===== src/rtl/wsched_pkg.sv =====
// Package: shared types of the walk request scheduler.
// Assumes nothing beyond IEEE 1800-2017 packages.
package wsched_pkg;

    // Source driving the memory request port in a given cycle.
    typedef enum logic [1:0] {
        SEL_IDLE  = 2'd0,
        SEL_NACK  = 2'd1,
        SEL_READ  = 2'd2,
        SEL_QUEUE = 2'd3
    } sel_t;

endpackage


===== src/rtl/wsched_lifo.sv =====
// Module: wsched_lifo
// Small last-in-first-out store for write-backs. A push and a pop in the
// same cycle replace the top entry. Assumes the caller never pushes while
// full without popping, and never pops while empty.
module wsched_lifo #(
    parameter int DEPTH = 4,
    parameter int W     = 96
) (
    input  logic         clk,
    input  logic         rst_n,
    input  logic         push,
    input  logic [W-1:0] push_data,
    input  logic         pop,
    output logic [W-1:0] top_data,
    output logic         full,
    output logic         empty
);
    localparam int PTRW = (DEPTH > 1) ? $clog2(DEPTH) : 1;
    localparam int CW   = $clog2(DEPTH + 1);

    logic [W-1:0]  slots [DEPTH];
    logic [CW-1:0] cnt;
    logic [PTRW-1:0] top_idx;
    logic [PTRW-1:0] wr_idx;

    // Index of the newest entry and of the next free slot.
    always_comb begin
        top_idx = PTRW'(cnt - 1'b1);
        wr_idx  = PTRW'(cnt);
    end

    assign top_data = slots[top_idx];
    assign full     = (cnt == CW'(DEPTH));
    assign empty    = (cnt == '0);

    // Occupancy update: replace, grow or shrink.
    always_ff @(posedge clk) begin
        if (!rst_n) begin
            cnt <= '0;
        end else if (push && !pop) begin
            cnt <= cnt + 1'b1;
        end else if (pop && !push) begin
            cnt <= cnt - 1'b1;
        end
    end

    // Entry storage: a replace writes the top, a plain push writes above it.
    always_ff @(posedge clk) begin
        if (push && pop) begin
            slots[top_idx] <= push_data;
        end else if (push) begin
            slots[wr_idx] <= push_data;
        end
    end
endmodule


===== src/rtl/wsched_outstanding.sv =====
// Module: wsched_outstanding
// Counts accepted requests that are still unanswered. Assumes the port
// never answers more requests than it accepted.
module wsched_outstanding #(
    parameter int CW = 4
) (
    input  logic          clk,
    input  logic          rst_n,
    input  logic          inc,
    input  logic          dec,
    output logic [CW-1:0] count,
    output logic          zero
);
    assign zero = (count == '0);

    // Net change: one up per acceptance, one down per response.
    always_ff @(posedge clk) begin
        if (!rst_n) begin
            count <= '0;
        end else begin
            count <= count + CW'(inc) - CW'(dec);
        end
    end
endmodule


===== src/rtl/wsched_port_arb.sv =====
// Module: wsched_port_arb
// Chooses what drives the memory request port and keeps the sticky
// retrying flag. A nack re-offer overrides everything, retrying included.
// Otherwise the read slot beats the write stack, and nothing is offered
// while retrying.
module wsched_port_arb
    import wsched_pkg::*;
#(
    parameter int AW = 32,
    parameter int DW = 64
) (
    input  logic          clk,
    input  logic          rst_n,
    input  logic          nack_in,
    input  logic          nack_write,
    input  logic [AW-1:0] nack_addr,
    input  logic [DW-1:0] nack_data,
    input  logic          rd_vld,
    input  logic [AW-1:0] rd_addr,
    input  logic          q_avail,
    input  logic [AW-1:0] q_addr,
    input  logic [DW-1:0] q_data,
    input  logic          mem_req_ready,
    input  logic          mem_retry,
    output sel_t          sel,
    output logic          retrying,
    output logic          mem_req_valid,
    output logic          mem_req_write,
    output logic [AW-1:0] mem_req_addr,
    output logic [DW-1:0] mem_req_data
);
    // Priority choice of the request source.
    always_comb begin
        if (nack_in) begin
            sel = SEL_NACK;
        end else if (retrying) begin
            sel = SEL_IDLE;
        end else if (rd_vld) begin
            sel = SEL_READ;
        end else if (q_avail) begin
            sel = SEL_QUEUE;
        end else begin
            sel = SEL_IDLE;
        end
    end

    // Port mux for the chosen source.
    always_comb begin
        mem_req_valid = 1'b1;
        mem_req_write = 1'b0;
        mem_req_addr  = '0;
        mem_req_data  = '0;
        unique case (sel)
            SEL_NACK: begin
                mem_req_write = nack_write;
                mem_req_addr  = nack_addr;
                mem_req_data  = nack_data;
            end
            SEL_READ: begin
                mem_req_addr  = rd_addr;
            end
            SEL_QUEUE: begin
                mem_req_write = 1'b1;
                mem_req_addr  = q_addr;
                mem_req_data  = q_data;
            end
            default: begin
                mem_req_valid = 1'b0;
            end
        endcase
    end

    // Sticky retrying flag: a refusal sets it, a retry pulse clears it.
    always_ff @(posedge clk) begin
        if (!rst_n) begin
            retrying <= 1'b0;
        end else if (mem_req_valid && !mem_req_ready) begin
            retrying <= 1'b1;
        end else if (mem_retry) begin
            retrying <= 1'b0;
        end
    end
endmodule


===== src/rtl/wsched_top.sv =====
// Module: wsched_top
// Walk memory request scheduler. Holds one pending read and a stack of
// write-backs, offers them to a memory port that may refuse or nack,
// forwards read data to the walk engine and pulses completion when the
// walk has nothing left in flight. Assumes the engine pushes its next read
// and write-back only in the cycle of a forwarded read response, and that
// retry and nack are single-cycle pulses.
module wsched_top
    import wsched_pkg::*;
#(
    parameter int AW       = 32,
    parameter int DW       = 64,
    parameter int WQ_DEPTH = 4
) (
    input  logic          clk,
    input  logic          rst_n,
    input  logic          wk_rd_push,
    input  logic [AW-1:0] wk_rd_addr,
    input  logic          wk_wb_push,
    input  logic [AW-1:0] wk_wb_addr,
    input  logic [DW-1:0] wk_wb_data,
    output logic          wb_full,
    output logic          wk_rsp_valid,
    output logic [DW-1:0] wk_rsp_data,
    output logic          walk_done,
    output logic          mem_req_valid,
    output logic          mem_req_write,
    output logic [AW-1:0] mem_req_addr,
    output logic [DW-1:0] mem_req_data,
    input  logic          mem_req_ready,
    input  logic          mem_retry,
    input  logic          mem_rsp_valid,
    input  logic          mem_rsp_nack,
    input  logic          mem_rsp_write,
    input  logic [AW-1:0] mem_rsp_addr,
    input  logic [DW-1:0] mem_rsp_data
);
    localparam int EW = AW + DW;
    localparam int CW = $clog2(WQ_DEPTH + 2) + 1;

    sel_t          sel;
    logic          retrying;
    logic          rd_vld;
    logic [AW-1:0] rd_addr;
    logic          active;
    logic          nack_in;
    logic          accepted;
    logic          nack_refused;
    logic          rd_sent;
    logic          q_pop;
    logic          q_push;
    logic [EW-1:0] q_push_data;
    logic [EW-1:0] q_top;
    logic          q_full;
    logic          q_empty;
    logic [CW-1:0] out_count;
    logic          out_zero;

    // Event decode for this cycle.
    always_comb begin
        nack_in      = mem_rsp_valid && mem_rsp_nack;
        accepted     = mem_req_valid && mem_req_ready;
        nack_refused = nack_in && !mem_req_ready;
        rd_sent      = accepted && (sel == SEL_READ);
        q_pop        = accepted && (sel == SEL_QUEUE);
        q_push       = wk_wb_push || (nack_refused && mem_rsp_write);
        q_push_data  = (nack_refused && mem_rsp_write) ? {mem_rsp_addr, mem_rsp_data}
                                                       : {wk_wb_addr, wk_wb_data};
    end

    // Read slot: loaded by the engine or by a refused read nack, freed on send.
    always_ff @(posedge clk) begin
        if (!rst_n) begin
            rd_vld  <= 1'b0;
            rd_addr <= '0;
        end else if (wk_rd_push) begin
            rd_vld  <= 1'b1;
            rd_addr <= wk_rd_addr;
        end else if (nack_refused && !mem_rsp_write) begin
            rd_vld  <= 1'b1;
            rd_addr <= mem_rsp_addr;
        end else if (rd_sent) begin
            rd_vld  <= 1'b0;
        end
    end

    // Walk-in-progress flag: set by any engine push, cleared on completion.
    always_ff @(posedge clk) begin
        if (!rst_n) begin
            active <= 1'b0;
        end else if (wk_rd_push || wk_wb_push) begin
            active <= 1'b1;
        end else if (walk_done) begin
            active <= 1'b0;
        end
    end

    // Outputs to the walk engine.
    assign walk_done    = active && out_zero && !rd_vld && q_empty;
    assign wk_rsp_valid = mem_rsp_valid && !mem_rsp_nack && !mem_rsp_write;
    assign wk_rsp_data  = mem_rsp_data;
    assign wb_full      = q_full;

    wsched_lifo #(
        .DEPTH (WQ_DEPTH),
        .W     (EW)
    ) u_stack (
        .clk       (clk),
        .rst_n     (rst_n),
        .push      (q_push),
        .push_data (q_push_data),
        .pop       (q_pop),
        .top_data  (q_top),
        .full      (q_full),
        .empty     (q_empty)
    );

    wsched_outstanding #(
        .CW (CW)
    ) u_count (
        .clk   (clk),
        .rst_n (rst_n),
        .inc   (accepted),
        .dec   (mem_rsp_valid),
        .count (out_count),
        .zero  (out_zero)
    );

    wsched_port_arb #(
        .AW (AW),
        .DW (DW)
    ) u_arb (
        .clk           (clk),
        .rst_n         (rst_n),
        .nack_in       (nack_in),
        .nack_write    (mem_rsp_write),
        .nack_addr     (mem_rsp_addr),
        .nack_data     (mem_rsp_data),
        .rd_vld        (rd_vld),
        .rd_addr       (rd_addr),
        .q_avail       (!q_empty),
        .q_addr        (q_top[EW-1:DW]),
        .q_data        (q_top[DW-1:0]),
        .mem_req_ready (mem_req_ready),
        .mem_retry     (mem_retry),
        .sel           (sel),
        .retrying      (retrying),
        .mem_req_valid (mem_req_valid),
        .mem_req_write (mem_req_write),
        .mem_req_addr  (mem_req_addr),
        .mem_req_data  (mem_req_data)
    );
endmodule


===== config.mk =====
export PLATFORM = sky130hd
export DESIGN_NAME = wsched_top
export DESIGN_NICKNAME = d
export VERILOG_FILES = /design/src/rtl/wsched_pkg.sv /design/src/rtl/wsched_lifo.sv /design/src/rtl/wsched_outstanding.sv /design/src/rtl/wsched_port_arb.sv /design/src/rtl/wsched_top.sv
export SDC_FILE = /design/constraint.sdc
export NUM_CORES = 1
export LEC_CHECK = 0
export BUFFER_PORTS_ARGS = -buffer_cell sky130_fd_sc_hd__clkbuf_2
export CAP_MARGIN = 20
export CELL_PAD_IN_SITES_DETAIL_PLACEMENT = 1
export CELL_PAD_IN_SITES_GLOBAL_PLACEMENT = 2
export CORE_ASPECT_RATIO = 0.5
export CORE_MARGIN = 2
export CORE_UTILIZATION = 36
export DETAILED_ROUTE_END_ITERATION = 8
export GPL_TIMING_DRIVEN = 0
export PLACE_DENSITY_LB_ADDON = 0.1
export REMOVE_ABC_BUFFERS = 1
export SYNTH_ARGS = -nofsm -noshare
export SYNTH_HDL_FRONTEND = slang
export SYNTH_SLANG_ARGS = --single-unit

===== constraint.sdc =====
create_clock -name clk -period 8.2 [get_ports clk]
set_input_delay 0.41 -clock clk [delete_from_list [all_inputs] [get_ports clk]]
set_output_delay 0.41 -clock clk [all_outputs]
set_load 0.01 [all_outputs]

==> results.sh <==
export IMPL_crit_fanout=38
export IMPL_hp_class="in -> reg"
export IMPL_start_kind="primary input"
export IMPL_syn_avg_cell_area_um2=17.6
export IMPL_ios=398
export IMPL_setup_viol=0
export IMPL_start_util=0.368
export IMPL_gp_congestion=0.701
export IMPL_area_growth_pct=22.3
export IMPL_cts_root_buf="clkbuf_16"
export IMPL_cts_tree="done"
export IMPL_mostFrequentLayoutCells="397 x clkbuf_2, 384 x edfxtp_1, 96 x mux4_2, 96 x mux2_2, 64 x a22o_1"
export IMPL_antenna_found_initial=0
export IMPL_layout_commonest_cell="clkbuf_2"
export IMPL_dr_total_vias=11000
export IMPL_synth_seq_cells=426
export IMPL_detail_route_wirelength_um=47300
export IMPL_ys_flop_type="edfxtp_1"
export IMPL_fill_cells=5033
export IMPL_final_setup_tns_ps=0
export IMPL_holdWs_ps=139
export IMPL_crit_required_ps=8460
export IMPL_cts_max_path_buffers=3
export IMPL_end_kind="flip-flop"
export IMPL_status="finished, final reports clean"
export IMPL_hold_viol=0
export IMPL_drv_cap=0
export IMPL_cts_setup_buffers=0
export IMPL_syn_area_um2=18700
export IMPL_numPortBuffers=397
export IMPL_cts_resized=0
export IMPL_post_dp_hpwl_um=31700
export IMPL_path_class="in -> reg"
export IMPL_powerDensity_nw_per_um2=292
export IMPL_drtIter0Drc=623
export IMPL_drive_above_1_share=0.487
export IMPL_drt_vias_per_instance=5.18
export IMPL_async_flop_share=0
export IMPL_track_usage=0.173
export IMPL_rsz0062_at_grt="no"
export IMPL_fin_crit_ps=4320
export IMPL_ys_warn_count=0
export IMPL_netlist_instances=1061
export IMPL_cts_made_buffers=40
export IMPL_instances_no_fill=2120
export IMPL_tightest_slew_ps=990
export IMPL_yosysUniqueCellTypes=40
export IMPL_synth_seq_area_share=0.662
export IMPL_grt_max_degree=68
export IMPL_grt_pass1_wl_um=71000
export IMPL_die_w_um=326
export IMPL_synth_edf_count=384
export IMPL_p_leak_nw=8.45
export IMPL_path_clk_slew_ps=70
export IMPL_max_freq_ghz=0.231
export IMPL_first_pass_iters=4
export IMPL_p_total_mw=6.68
export IMPL_fin_util=0.450
export IMPL_die_area_um2=53900
export IMPL_grt_ovfl_total=0
export IMPL_row_count=58
export IMPL_core_area_um2=50800
export IMPL_nets=1642
export IMPL_timing_final_crit_share=0.527
export IMPL_cp_arrival_ps=4580
export IMPL_die_height_um=165
export IMPL_ctsHoldBuffers=0
export IMPL_maxSlewViolCount=0
export IMPL_slew_headroom=0.340
export IMPL_ant_nets=0
export IMPL_drc=0
export IMPL_worst_skew_pair_late_latency_ps=550
export IMPL_grt_pass1_vias=12200
export IMPL_peakVddDrop_mv=0.195
export IMPL_wl_per_cell_um=22.3
export IMPL_antenna_cells=0
export IMPL_htreeDepth=2
export IMPL_dp_cells=2046
export IMPL_fin_skew_ps=16.3
export IMPL_clock_sinks=426
## synthesized netlist by cell type (2+ instances only)
master    number  share of area
edfxtp_1     384           0.62
mux2_2        96          0.058
mux4_2        96           0.12
buf_4         67          0.027
a22o_1        64          0.030
clkbuf_1      55          0.011
dfxtp_1       42          0.045
a21oi_1       37         0.0099
mux2i_1       35          0.019
and3_1        33          0.011
o21ai_0       33         0.0088
a221o_1       32          0.017
buf_2         18         0.0048
inv_1         13         0.0026
ha_1          10         0.0067
nor2_1         8         0.0016
and2_1         6         0.0020
nand2_1        4        0.00080
nor3b_1        3         0.0012
a21o_1         2        0.00080
a31oi_1        2        0.00067
o31a_1         2        0.00094
xnor2_1        2        0.00094
## power by group
part | total (mW) | leakage [nW] | internal (mW) | switching, mW
sequential | 2.83 | 3.88 | 2.75 | 0.0795
clock | 1.94 | 0.663 | 1.14 | 0.798
combinational | 1.90 | 3.91 | 0.877 | 1.03
total | 6.68 | 8.45 | 4.77 | 1.90
## state kept, by name, indices dropped and copies added, names as in the netlist
name,count
rd_addr,32
u_stack.cnt,3
rd_vld,1
u_stack.slots,384
u_count.count,4
u_arb.retrying,1
active,1
## area by class of cell
type / count / area, um^2 / share of cell area
Tap cell: 690 / 863 / 0.0377
Inverter: 14 / 53.8 / 0.00235
Multi-Input combinational cell: 480 / 5540 / 0.242
Clock buffer: 51 / 1060 / 0.0465
Sequential cell: 426 / 12400 / 0.541
Timing Repair Buffer: 436 / 2700 / 0.118
Clock inverter: 23 / 289 / 0.0126
## stage by stage
stage	worst slack (ps)	cell area (um^2)
after global routing	3590	22900
after global placement	-15140	20700
final	3880	22900
after CTS	3850	22900
after floorplan	-5670	17900
after detailed placement	3300	21500
## per-layer routing
layer	vias to the layer above	global-route usage	share of wire
met5	-	0	0
met1	5791	0.206	0.41
li1	4956	-	-
met4	0	0.0417	0.016
met3	61	0.0268	0.031
met2	180	0.330	0.55
## critical path: stages
cell      delay, ps
clkbuf_2        560
nand4b_1        710
nor2b_1         750
inv_1           180
ha_1            320
nor3b_1         230
a31oi_1         100
nor2_4          540
buf_12          280
buf_12          240
buf_16          200
## final timing paths
| kind | startpoint | end | slack, ps | cells after the start |
|---|---|---|---|---|
| worst min-delay path | wk_rd_addr[9] | rd_addr[9] | 140 | 3 |
| worst max-delay path | mem_rsp_valid | u_stack.slots[1][55] | 3880 | 11 |
| worst min register to register | u_stack.cnt[2] | u_stack.cnt[2] | 550 | 2 |
| worst max register to register | u_stack.cnt[0] | u_stack.slots[1][55] | 3950 | 12 |
## cell families (layout without fill, tap and decap cells)
group,after synthesis,after routing,share of synthesized area
AO/OA/AOI/OAI,177,177,0.0715
multiplexers,227,227,0.192
buffers and inverters,155,524,0.0458
flip-flops,426,426,0.662
AND/OR/NAND/NOR,62,62,0.0199
XOR/XNOR,3,3,0.00141
adder cells (fa/ha/maj),11,11,0.00776
Power figures use the tool's default switching activity.
